==> src/rtl/ptw_pkg.sv <==
package ptw_pkg;
  localparam int BIT_V = 0;
  localparam int BIT_T = 1;
  localparam int BIT_R = 2;
  localparam int BIT_D = 3;

  typedef enum logic [2:0] {
    S_IDLE,
    S_READ,
    S_CHECK,
    S_WB,
    S_DONE
  } walk_state_t;
endpackage

==> src/rtl/ptw_index.sv <==
module ptw_index #(
  parameter int XLEN = 64,
  parameter int LEVELS = 3,
  parameter int IDX_W = 9,
  parameter int PG_SHIFT = 12,
  parameter int PTE_BYTES = 8,
  parameter int LVL_W = 2,
  parameter logic [XLEN-1:0] MEM_SIZE = 64'h1000_0000
) (
  input  logic [XLEN-1:0]  va,
  input  logic [XLEN-1:0]  base,
  input  logic [LVL_W-1:0] level,
  output logic [XLEN-1:0]  pte_addr,
  output logic             in_range
);
  localparam int OFF_SHIFT = $clog2(PTE_BYTES);

  logic [IDX_W-1:0] idx_by_lvl [LEVELS];
  logic [IDX_W-1:0] idx;

  for (genvar g = 0; g < LEVELS; g++) begin : g_idx
    assign idx_by_lvl[g] = va[PG_SHIFT + (LEVELS-1-g)*IDX_W +: IDX_W];
  end

  always_comb begin
    idx = '0;
    for (int l = 0; l < LEVELS; l++)
      if (level == LVL_W'(l)) idx = idx_by_lvl[l];
  end

  assign pte_addr = base + (XLEN'(idx) << OFF_SHIFT);
  assign in_range = pte_addr < MEM_SIZE;
endmodule

==> src/rtl/ptw_leaf.sv <==
module ptw_leaf #(
  parameter int XLEN = 64,
  parameter int LEVELS = 3,
  parameter int IDX_W = 9,
  parameter int PG_SHIFT = 12,
  parameter int LVL_W = 2,
  parameter logic [XLEN-1:0] MEM_SIZE = 64'h1000_0000
) (
  input  logic [XLEN-1:0]  pte,
  input  logic [XLEN-1:0]  va,
  input  logic             store,
  input  logic [LVL_W-1:0] level,
  output logic [XLEN-1:0]  wb_pte,
  output logic [XLEN-1:0]  leaf_pte,
  output logic             in_range
);
  import ptw_pkg::*;

  logic [XLEN-1:0] lo_mask [LEVELS];
  logic [XLEN-1:0] mask;
  logic [XLEN-1:0] vpn;
  logic [XLEN-1:0] page;

  for (genvar g = 0; g < LEVELS; g++) begin : g_mask
    assign lo_mask[g] = (XLEN'(1) << ((LEVELS-1-g)*IDX_W)) - XLEN'(1);
  end

  always_comb begin
    mask = '0;
    for (int l = 0; l < LEVELS; l++)
      if (level == LVL_W'(l)) mask = lo_mask[l];
  end

  assign wb_pte   = pte | (XLEN'(1) << BIT_R) | (store ? (XLEN'(1) << BIT_D) : '0);
  assign vpn      = va >> PG_SHIFT;
  assign leaf_pte = wb_pte | ((vpn & mask) << PG_SHIFT);
  assign page     = leaf_pte & ~((XLEN'(1) << PG_SHIFT) - XLEN'(1));
  assign in_range = page < MEM_SIZE;
endmodule

==> src/rtl/ptw_top.sv <==
module ptw_top #(
  parameter int XLEN = 64,
  parameter int LEVELS = 3,
  parameter int IDX_W = 9,
  parameter int PG_SHIFT = 12,
  parameter int PTE_BYTES = 8,
  parameter logic [XLEN-1:0] MEM_SIZE = 64'h1000_0000
) (
  input  logic            clk,
  input  logic            rst_n,
  input  logic            req_valid,
  output logic            req_ready,
  input  logic [XLEN-1:0] req_va,
  input  logic            req_store,
  input  logic [XLEN-1:0] req_base,
  output logic            done,
  output logic [XLEN-1:0] result,
  output logic            mem_req,
  output logic            mem_we,
  output logic [XLEN-1:0] mem_addr,
  output logic [XLEN-1:0] mem_wdata,
  input  logic            mem_rvalid,
  input  logic [XLEN-1:0] mem_rdata
);
  import ptw_pkg::*;

  localparam int VA_BITS = PG_SHIFT + LEVELS*IDX_W;
  localparam int LVL_W = (LEVELS > 1) ? $clog2(LEVELS) : 1;
  localparam logic [LVL_W-1:0] LAST_LVL = LVL_W'(LEVELS-1);
  localparam int UP_W = XLEN - VA_BITS + 1;

  walk_state_t     state;
  logic [XLEN-1:0] va_q, base_q, addr_q, wb_q, result_q;
  logic            store_q;
  logic [LVL_W-1:0] level_q;

  logic [XLEN-1:0] pte_addr, wb_pte, leaf_pte;
  logic            addr_ok, leaf_ok, va_ok;
  logic [UP_W-1:0] va_upper;

  assign va_upper = req_va[XLEN-1:VA_BITS-1];
  assign va_ok    = (&va_upper) | ~(|va_upper);

  ptw_index #(
    .XLEN(XLEN), .LEVELS(LEVELS), .IDX_W(IDX_W), .PG_SHIFT(PG_SHIFT),
    .PTE_BYTES(PTE_BYTES), .LVL_W(LVL_W), .MEM_SIZE(MEM_SIZE)
  ) u_index (
    .va(va_q), .base(base_q), .level(level_q),
    .pte_addr(pte_addr), .in_range(addr_ok)
  );

  ptw_leaf #(
    .XLEN(XLEN), .LEVELS(LEVELS), .IDX_W(IDX_W), .PG_SHIFT(PG_SHIFT),
    .LVL_W(LVL_W), .MEM_SIZE(MEM_SIZE)
  ) u_leaf (
    .pte(mem_rdata), .va(va_q), .store(store_q), .level(level_q),
    .wb_pte(wb_pte), .leaf_pte(leaf_pte), .in_range(leaf_ok)
  );

  always_ff @(posedge clk) begin
    if (!rst_n) begin
      state    <= S_IDLE;
      va_q     <= '0;
      base_q   <= '0;
      addr_q   <= '0;
      wb_q     <= '0;
      result_q <= '0;
      store_q  <= 1'b0;
      level_q  <= '0;
    end else begin
      case (state)
        S_IDLE: if (req_valid) begin
          va_q     <= req_va;
          store_q  <= req_store;
          base_q   <= req_base;
          level_q  <= '0;
          result_q <= '0;
          state    <= va_ok ? S_READ : S_DONE;
        end
        S_READ: begin
          addr_q <= pte_addr;
          state  <= addr_ok ? S_CHECK : S_DONE;
        end
        S_CHECK: if (mem_rvalid) begin
          if (!mem_rdata[BIT_V]) begin
            state <= S_DONE;
          end else if (mem_rdata[BIT_T]) begin
            base_q <= {mem_rdata[XLEN-1:PG_SHIFT], {PG_SHIFT{1'b0}}};
            if (level_q == LAST_LVL) begin
              state <= S_DONE;
            end else begin
              level_q <= level_q + 1'b1;
              state   <= S_READ;
            end
          end else begin
            wb_q     <= wb_pte;
            result_q <= leaf_ok ? leaf_pte : '0;
            state    <= S_WB;
          end
        end
        S_WB:    state <= S_DONE;
        S_DONE:  state <= S_IDLE;
        default: state <= S_IDLE;
      endcase
    end
  end

  assign req_ready = (state == S_IDLE);
  assign done      = (state == S_DONE);
  assign result    = result_q;
  assign mem_req   = ((state == S_READ) && addr_ok) || (state == S_WB);
  assign mem_we    = (state == S_WB);
  assign mem_addr  = (state == S_WB) ? addr_q : pte_addr;
  assign mem_wdata = wb_q;


  sign_reject_chk: assert property (@(posedge clk) disable iff (!rst_n)
    (req_valid && req_ready && !va_ok) |=> (done && result == '0));


  read_in_range_chk: assert property (@(posedge clk) disable iff (!rst_n)
    (mem_req && !mem_we) |-> (mem_addr < MEM_SIZE));


  wb_referenced_chk: assert property (@(posedge clk) disable iff (!rst_n)
    (mem_req && mem_we) |-> (mem_wdata[BIT_R] && !mem_wdata[BIT_T]));


  wb_after_read_chk: assert property (@(posedge clk) disable iff (!rst_n)
    mem_we |-> $past(mem_rvalid));


  done_pulse_chk: assert property (@(posedge clk) disable iff (!rst_n)
    done |=> !done);


  idle_quiet_chk: assert property (@(posedge clk) disable iff (!rst_n)
    req_ready |-> !mem_req);


  leaf_shape_chk: assert property (@(posedge clk) disable iff (!rst_n)
    (done && result != '0) |-> (result[BIT_V] && !result[BIT_T]));
endmodule

==> config.mk <==
export PLATFORM = sky130hd
export DESIGN_NAME = ptw_top
export DESIGN_NICKNAME = d
export VERILOG_FILES = /design/src/rtl/ptw_pkg.sv /design/src/rtl/ptw_index.sv /design/src/rtl/ptw_leaf.sv /design/src/rtl/ptw_top.sv
export SDC_FILE = /design/constraint.sdc
export NUM_CORES = 1
export LEC_CHECK = 0
export ABC_AREA = 1
export BUFFER_PORTS_ARGS = -buffer_cell sky130_fd_sc_hd__buf_2
export CAP_MARGIN = 0
export CORE_MARGIN = 5
export CORE_UTILIZATION = 48
export CTS_CLUSTER_SIZE = 10
export DETAILED_ROUTE_END_ITERATION = 8
export PLACE_DENSITY = 0.77
export SYNTH_ARGS = -nofsm -noshare
export SYNTH_HDL_FRONTEND = slang
export SYNTH_SLANG_ARGS = --single-unit
==> constraint.sdc <==
create_clock -name clk -period 4.3 [get_ports clk]
set_input_delay 0.645 -clock clk [delete_from_list [all_inputs] [get_ports clk]]
set_output_delay 0.645 -clock clk [all_outputs]
set_load 0.05 [all_outputs]
==> metrics.log, run 1 <==
[metrics] outcome: finished with violations
[metrics] violations in the final reports: setup timing
[metrics] number of buffers inserted by port buffering: 379
[metrics] share of synthesized cell area in and, or, nand and nor gates: 27.2%
[metrics] Layout area overhead: 34.3%
[metrics] worst-path cell chain: buf_6 > ha_4 > o21ai_4 > buf_8 > o22ai_4 > ha_4 > buf_6 > nand2_4 > nor2_4 > nand2_1 > nor2_4 > nand2_4 > nand2_4 > nand2_1 > nand2_1 > nand2_2 > nor2_1 > nand2_1 > nor2_1 > nand2_1 > nor2_2 > nand3_2 > nand2_2 > buf_12
[metrics] gate count after technology mapping: 2,237
[metrics] global-route congestion overflow total: 0
[metrics] r2r setup slk: 670 ps
[metrics] share of the clock period used by the worst path after layout: 103%
[metrics] Final Worst Setup Slack: -137 ps
[metrics] total wire length: 55,200 µm
[metrics] clock edge transition at the registers on the reported setup and hold paths: 50 ps
[metrics] post-synthesis mux area share: 0%
[metrics] FILL cells: around 2.7k
[metrics] critical path's top delay family: simple AND/OR/NAND/NOR gates
[metrics] CP arrival: between 3000 and 4000 ps
[metrics] Buf+Inv Stages, Crit Path: 4
[metrics] kind of end point of the critical path: primary output
[metrics] final setup skew: 13.9 ps
[metrics] average footprint of a synthesized cell: 6.49 µm²
[metrics] R2R Path Start: level_q[0]$_SDFFE_PN0P_
[metrics] power per cell area: 355 nW/µm²
[metrics] post-detailed-placement cell area: 17,300 µm²
[metrics] CP most frequent cell: nand2_1
[metrics] Switching Fraction: 30.7%
[metrics] power after layout: 6.92 mW
[metrics] P_int: ~4.8 mW
[metrics] post-synthesis cell type with the largest combined area: dfxtp_1
[metrics] synthesized-area fraction occupied by xor and xnor cells: around 1.6%
[metrics] Crit-path slowest cell: dfxtp_2
[metrics] global-route wire length before repair: about 84,000 µm
[metrics] first drt pass iteration count: 5
[metrics] classification of the worst-slack hold path: input pin to register
[metrics] Worst R2R Path Depth: 28
[metrics] fmax: 225 MHz
[metrics] H-tree level count: 2
[metrics] setup repair after global routing missed its margin: true
[metrics] hold slack: 363 ps
[metrics] violation count after the first detailed-route iteration: 1,252
[metrics] proportion of layout cells with a drive suffix above 1: 25.7%
[metrics] worst endpoint required time: 3650 ps
[metrics] boundary pin count: 393
[metrics] area share of the leading cell type in the synthesized netlist: between 30 and 40%
[metrics] share of synthesized area occupied by flip-flops and latches: between 30 and 40%
[metrics] most common cell after layout, fill and taps aside: nand2_1
[metrics] Layout Nets: approximately 2.8k
[metrics] combinational family with the most area after synthesis: simple AND/OR/NAND/NOR gates
[metrics] CTS sink cnt: 289
[metrics] initial antenna violation count: 3
[metrics] shortest clock period the worst path allows after layout: between 4000 and 5000 ps
[metrics] starting density of the core: 48.8%
[metrics] Max rail drop VDD: 0.332 mV
[metrics] critical path launch point type: register
[metrics] Combinational Power Share: approximately a fifth
[metrics] number of cell rows: 63
[metrics] TritonCTS clock tree: built
[metrics] worst relative slew slack: 35.7%
[metrics] cell depth of the worst hold path: 3
[metrics] Num CTS Buffers: 35
[metrics] Core Area: 29,700 µm²
[metrics] total DRC errors in the routed layout: 0
[metrics] DIE WIDTH: 184 µm
[metrics] total global routing track utilization: 31.0%
[metrics] Clock Path Buffers: 3
[metrics] top cells by area, synth: dfxtp_1 40%, nand2_1 15%, o21ai_0 9.8%, inv_1 7.9%, a21oi_1 6.2%
[metrics] startpoint of the most critical hold path: mem_rdata[7]
[metrics] synthesized flop and latch total: 289
[metrics] critical path start-end classification: register to primary output
[metrics] number of library cell types mapped by synthesis: 32
[metrics] fraction of the mapped netlist area in compound gates: 19.0%
[metrics] commonest non-fill, non-tap cells in the layout: 517 x nand2_1, 342 x buf_2, 295 x inv_1, 287 x dfxtp_1, 271 x o21ai_0
[metrics] Yosys warning count: 0
[metrics] hold buffers post-CTS: 0
[metrics] reg-to-reg endpoint: state[2]$_SDFFE_PN0P_
[metrics] Hold Path Sink: mem_wdata[7]$_SDFFE_PN0P_
[metrics] Max Cap Viol: 0
[metrics] clock network power share: approximately two fifths
[metrics] net count after synthesis: roughly 2.4k
[metrics] Slew @ Worst Pin: 964 ps
[metrics] Die Ht: 184 µm
[metrics] wire per inst: ~18 µm
[metrics] end-of-flow core utilization: 65.6%
[metrics] overall die area: 33,800 µm²
[metrics] Avg Vias per Cell: 5.35
[metrics] adder and majority gate portion of the synthesized area: 1.17%
[metrics] final standard cell area without fillers: 19,500 µm²
[metrics] antenna-violating nets left: 0
[metrics] Critical Path Max Stage Delay: approximately 330 ps
[metrics] power share of the sequential group: 41.7%
[metrics] Fin. Hold Viols: 0
[metrics] routability-driven placement congestion ratio: 0.949
[metrics] reported net switching power: 2.12 mW
[metrics] Synth Cell Area: 14,500 µm²
[metrics] CTS root buf: clkbuf_16
[metrics] biggest fanout along the worst timing path: 5
[metrics] DP HPWL: 40,500 µm
[metrics] clock latency reported for the late side of the worst-skew pair: 530 ps
[metrics] pin count of the biggest net entering global routing: roughly 120
[metrics] count of final setup violators: 2
[metrics] via count of the first global-routing pass: 15.4k
[metrics] LEAKAGE: 9.42 nW
[metrics] number of max-slew violations in the final report: 0
[metrics] via count: 16.2k
-- stage by stage --
step,setup TNS [ps],setup WS [ps],std cells
2_1_floorplan,0,36.7,2237
3_3_place_gp,0,118,2920
3_5_place_dp,-89.1,-89.1,2920
4_1_cts,-14.8,-14.8,3006
5_1_grt,-1060,-319,3021
6_report,-186,-137,3021
-- state kept, by name, indices dropped and copies added (netlist names) --
| signal | flops |
|---|---|
| addr_q | 64 |
| mem_wdata | 64 |
| state | 3 |
| store_q | 1 |
| base_q | 64 |
| result | 64 |
| level_q | 2 |
| va_q | 27 |
-- layout make-up --
type	count	area (µm²)	area share, %
Antenna cell	3	7.51	0.0385
Clock buffer	43	937	4.81
Clock inverter	3	55.1	0.283
Inverter	312	1170	6.02
Multi-Input combinational cell	1523	7920	40.6
Sequential cell	289	5790	29.7
Tap cell	390	488	2.50
Timing Repair Buffer	458	3120	16.0
-- layer usage --
layer / vias up / routed length (µm) / GRT usage (%)
met1: 7427 / 22100 / 38.6
met4: 0 / 2230 / 11.7
met5: - / 0 / 0
met3: 127 / 5120 / 8.82
met2: 696 / 25800 / 51.1
li1: 7917 / - / -
-- power by group through the flow --
| stage | logic (mW) | registers, mW | clock network (mW) |
|---|---|---|---|
| 6_report | 1.39 | 2.89 | 2.64 |
| 5_1_grt | 1.48 | 2.89 | 2.78 |
| 4_1_cts | 1.33 | 2.88 | 2.68 |
| 3_5_place_dp | 1.21 | 2.93 | 0 |
| 3_3_place_gp | 1.19 | 2.93 | 0 |
| 2_1_floorplan | 0.730 | 2.87 | 0 |
-- how the worst max path moves through the flow --
| stage | start | endpoint | slack, ps | depth (start not counted) |
|---|---|---|---|---|
| finish | level_q[0]$_SDFFE_PN0P_ | mem_req | -140 | 24 |
| global route | level_q[0]$_SDFFE_PN0P_ | mem_req | -320 | 24 |
| CTS | level_q[0]$_SDFFE_PN0P_ | mem_req | -10 | 24 |
| detailed placement | level_q[0]$_SDFFE_PN0P_ | mem_req | -90 | 18 |
| global placement | level_q[0]$_SDFFE_PN0P_ | mem_req | 120 | 18 |
| floorplan | level_q[1]$_SDFFE_PN0P_ | mem_req | 40 | 18 |
-- worst min-delay path, cell delays in order --
cell	delay, ps
buf_2	90
nor2_1	40
nor2_1	80
-- cell usage after synthesis (all sizes together) --
| library cell | count |
|---|---|
| or2 | 4 |
| nand2 | 588 |
| xnor2 | 3 |
| inv | 311 |
| nor2 | 206 |
| xor2 | 24 |
| nor4 | 17 |
| buf | 19 |
| fa | 1 |
| o211ai | 2 |
| dfxtp | 289 |
| nand3 | 84 |
| o21ai | 286 |
| a31oi | 55 |
| ha | 12 |
| clkbuf | 96 |
| nand4 | 24 |
| nand3b | 16 |
| a21oi | 181 |
| nor3 | 9 |
| clkinv | 1 |
| o22ai | 9 |
-- what timing repair did --
action                                  4_1_cts  5_1_grt
endpoints found under the setup margin       47       10
setup buffers                                37       12
gates resized for setup                     151       56
cloned                                        3        0
pin swaps                                    57       35
-- kinds of logic after synthesis --
logic type,count (synthesis)
simple gates,948
buf+inv,427
flops,289
compound gates,533
xor+xnor,27
fa+ha+maj,13
Note: power is estimated with default switching activity, not from simulation.
==> run 2: changes to the inputs <==
--- a/config.mk
+++ b/config.mk
@@ -6,13 +6,14 @@
 export NUM_CORES = 1
 export LEC_CHECK = 0
 export ABC_AREA = 1
-export BUFFER_PORTS_ARGS = -buffer_cell sky130_fd_sc_hd__buf_2
 export CAP_MARGIN = 0
-export CORE_MARGIN = 5
-export CORE_UTILIZATION = 48
+export CORE_MARGIN = 2
+export CORE_UTILIZATION = 58
+export CTS_BUF_LIST = sky130_fd_sc_hd__clkbuf_4 sky130_fd_sc_hd__clkbuf_8 sky130_fd_sc_hd__clkbuf_16
 export CTS_CLUSTER_SIZE = 10
 export DETAILED_ROUTE_END_ITERATION = 8
-export PLACE_DENSITY = 0.77
+export DONT_BUFFER_PORTS = 1
+export PLACE_DENSITY = 0.76
 export SYNTH_ARGS = -nofsm -noshare
 export SYNTH_HDL_FRONTEND = slang
 export SYNTH_SLANG_ARGS = --single-unit
==> metrics.log, run 2 (synthesis results as in run 1) <==
[metrics] total area of multi-input combinational cells: 7850 µm² (-0.88%)
[metrics] CP arrival: 3770 ps (-20 ps)
[metrics] TritonCTS clock tree: built
[metrics] violations in the final reports: setup timing
[metrics] Core Area: 24,500 µm² (-18%)
[metrics] critical path launch point type: register
[metrics] routability-driven placement congestion ratio: 0.935 (-1.5%)
[metrics] Worst R2R Path Depth: 26 (-7.1%)
[metrics] Layout area overhead: 23.0%
[metrics] global-route congestion overflow total: 0 (unchanged)
[metrics] hold slack: 249 ps (-113 ps)
[metrics] r2r setup slk: 600 ps (-70 ps)
[metrics] CTS sink cnt: 289 (unchanged)
[metrics] boundary pin count: 393 (unchanged)
[metrics] clock edge transition at the registers on the reported setup and hold paths: 60 ps (about the same)
[metrics] Hold Path Sink: mem_wdata[40]$_SDFFE_PN0P_
[metrics] total wire length: 51,800 µm (-6.2%)
[metrics] overall die area: 26,300 µm² (-22%)
[metrics] clock latency reported for the late side of the worst-skew pair: 520 ps (about the same)
[metrics] Layout Nets: 2,494 (-12%)
[metrics] violation count after the first detailed-route iteration: 1,678 (+34%)
[metrics] initial antenna violation count: 0 (-3)
[metrics] final setup skew: 17.3 ps (+3.40 ps)
[metrics] R2R Path Start: level_q[1]$_SDFFE_PN0P_
[metrics] Max rail drop VDD: 0.358 mV (+7.9%)
[metrics] biggest fanout along the worst timing path: 6 (+1)
[metrics] Max Cap Viol: 0 (unchanged)
[metrics] startpoint of the most critical hold path: mem_rdata[40]
[metrics] wire per inst: 19.8 µm (+8.4%)
[metrics] wire length on met1: 20,400 µm (-7.8%)
[metrics] setup repair after global routing missed its margin: true
[metrics] H-tree level count: 2 (unchanged)
[metrics] via count: 15.4k (-4.7%)
[metrics] critical path start-end classification: register to primary output
[metrics] routed wire length on met3: 5120 µm (about the same)
[metrics] via count of the first global-routing pass: 14.3k (-7.3%)
[metrics] Die Ht: 162 µm (-12%)
[metrics] most common cell after layout, fill and taps aside: nand2_1
[metrics] count of final setup violators: 1 (-1)
[metrics] antenna-violating nets left: 0 (unchanged)
[metrics] number of buffers inserted by port buffering: 0 (-100%)
[metrics] Final Worst Setup Slack: -118 ps (+18.4 ps)
[metrics] worst endpoint required time: 3650 ps (about the same)
[metrics] Num CTS Buffers: 35 (unchanged)
[metrics] FILL cells: 1,979 (-25%)
[metrics] worst relative slew slack: 17.3% (-18 points)
[metrics] LEAKAGE: 7.86 nW (-17%)
[metrics] DP HPWL: 37,200 µm (-8.1%)
[metrics] CTS root buf: clkbuf_16
[metrics] hold buffers post-CTS: 0 (unchanged)
[metrics] classification of the worst-slack hold path: input pin to register
[metrics] power per cell area: 383 nW/µm² (+8.0%)
[metrics] commonest non-fill, non-tap cells in the layout: 527 x nand2_1, 296 x inv_1, 287 x dfxtp_1, 214 x o21ai_0, 179 x a21oi_1
[metrics] number of cell rows: 57 (-9.5%)
[metrics] starting density of the core: 59.3% (+10 points)
[metrics] fmax: 226 MHz (+0.42%)
[metrics] outcome: finished with violations
[metrics] kind of end point of the critical path: primary output
[metrics] pin count of the biggest net entering global routing: 148 (+29%)
[metrics] Slew @ Worst Pin: 1240 ps (+272 ps)
[metrics] total DRC errors in the routed layout: 0 (unchanged)
[metrics] proportion of layout cells with a drive suffix above 1: 14.6% (-11 points)
[metrics] top routing layer used: met4
[metrics] Avg Vias per Cell: 5.90 (+10%)
[metrics] number of max-slew violations in the final report: 0 (unchanged)
[metrics] Fin. Hold Viols: 0 (unchanged)
[metrics] share of the clock period used by the worst path after layout: 103% (-0.43 points)
[metrics] Clock Path Buffers: 3 (unchanged)
[metrics] cell depth of the worst hold path: 2 (-1)
[metrics] reg-to-reg endpoint: state[1]$_SDFFE_PN0P_
[metrics] DIE WIDTH: 162 µm (-12%)
[metrics] first drt pass iteration count: 5 (unchanged)
[metrics] power after layout: 6.84 mW (-1.1%)
[metrics] total global routing track utilization: 37.2% (+6.2 points)
[metrics] global-route wire length before repair: 77,200 µm (-7.7%)
[metrics] ant diodes: 0 (-3)
[metrics] met2 routed wirelength: 24,000 µm (-6.9%)
[metrics] footprint of the flip-flops and latches: 5790 µm² (about the same)
[metrics] shortest clock period the worst path allows after layout: 4420 ps (-18.4 ps)
-- run 2: critical path, stage by stage, from the launching register on --
cell,delay (ps)
dfxtp_2,350
inv_4,50
ha_4,190
o21ai_4,240
buf_8,180
o22ai_2,110
ha_4,350
nand2_4,90
nor2_4,160
buf_6,130
nand3_4,110
nand3_4,160
nand3_1,90
nand2_1,70
nand2_2,100
nor2_2,130
nand2_1,60
nor2_1,100
nand2_1,70
nor2_2,140
nand3_2,110
nand2_2,100
buf_12,140
-- run 2: area by class of cell --
class	instances	share of cell area [%]
Clock buffer	40	5.36
Clock inverter	3	0.168
Inverter	312	6.60
Multi-Input combinational cell	1523	44.0
Sequential cell	289	32.4
Tap cell	324	2.27
Timing Repair Buffer	123	9.18
-- run 2: through the flow --
stage / worst slack, ps / cells / utilization, % / cell area [µm²] / TNS [ps]
final: -118 / 2614 / 73.0 / 17800 / -118
after global routing: -265 / 2614 / 73.0 / 17800 / -367
after CTS: -132 / 2599 / 70.5 / 17200 / -132
after detailed placement: -29.1 / 2543 / 65.0 / 15900 / -29.1
after global placement: 120 / 2543 / 65.0 / 15900 / 0
after floorplan: 36.7 / 2237 / - / 14500 / 0
-- run 2: how the worst max path moves through the flow --
| stage | cells after the start | slack [ps] | to | from |
|---|---|---|---|---|
| 6_report | 22 | -120 | mem_req | level_q[1]$_SDFFE_PN0P_ |
| 5_1_grt | 23 | -260 | mem_req | level_q[1]$_SDFFE_PN0P_ |
| 4_1_cts | 23 | -130 | mem_req | level_q[0]$_SDFFE_PN0P_ |
| 3_5_place_dp | 16 | -30 | mem_req | level_q[1]$_SDFFE_PN0P_ |
| 3_3_place_gp | 21 | 120 | mem_req | level_q[1]$_SDFFE_PN0P_ |
| 2_1_floorplan | 18 | 40 | mem_req | level_q[1]$_SDFFE_PN0P_ |
-- run 2: what timing repair did --
| item | 4_1_cts | 5_1_grt |
|---|---|---|
| gates cloned | 2 | 2 |
| pin swaps | 13 | 39 |
| setup buffers | 11 | 13 |
| gates resized for setup | 62 | 116 |
| setup endpoints to repair | 33 | 33 |
-- run 2: report_power, final --
part / leakage, nW / internal, mW / switching [mW]
clock: 0.488 / 1.56 / 1.08
combinational: 5.03 / 0.501 / 0.820
sequential: 2.35 / 2.76 / 0.126
-- run 2: per-layer routing --
metal	up-vias	global-route usage, %
met4	0	14.5
met5	-	0
met1	7199	47.6
met2	808	60.8
met3	147	9.27
li1	7256	-
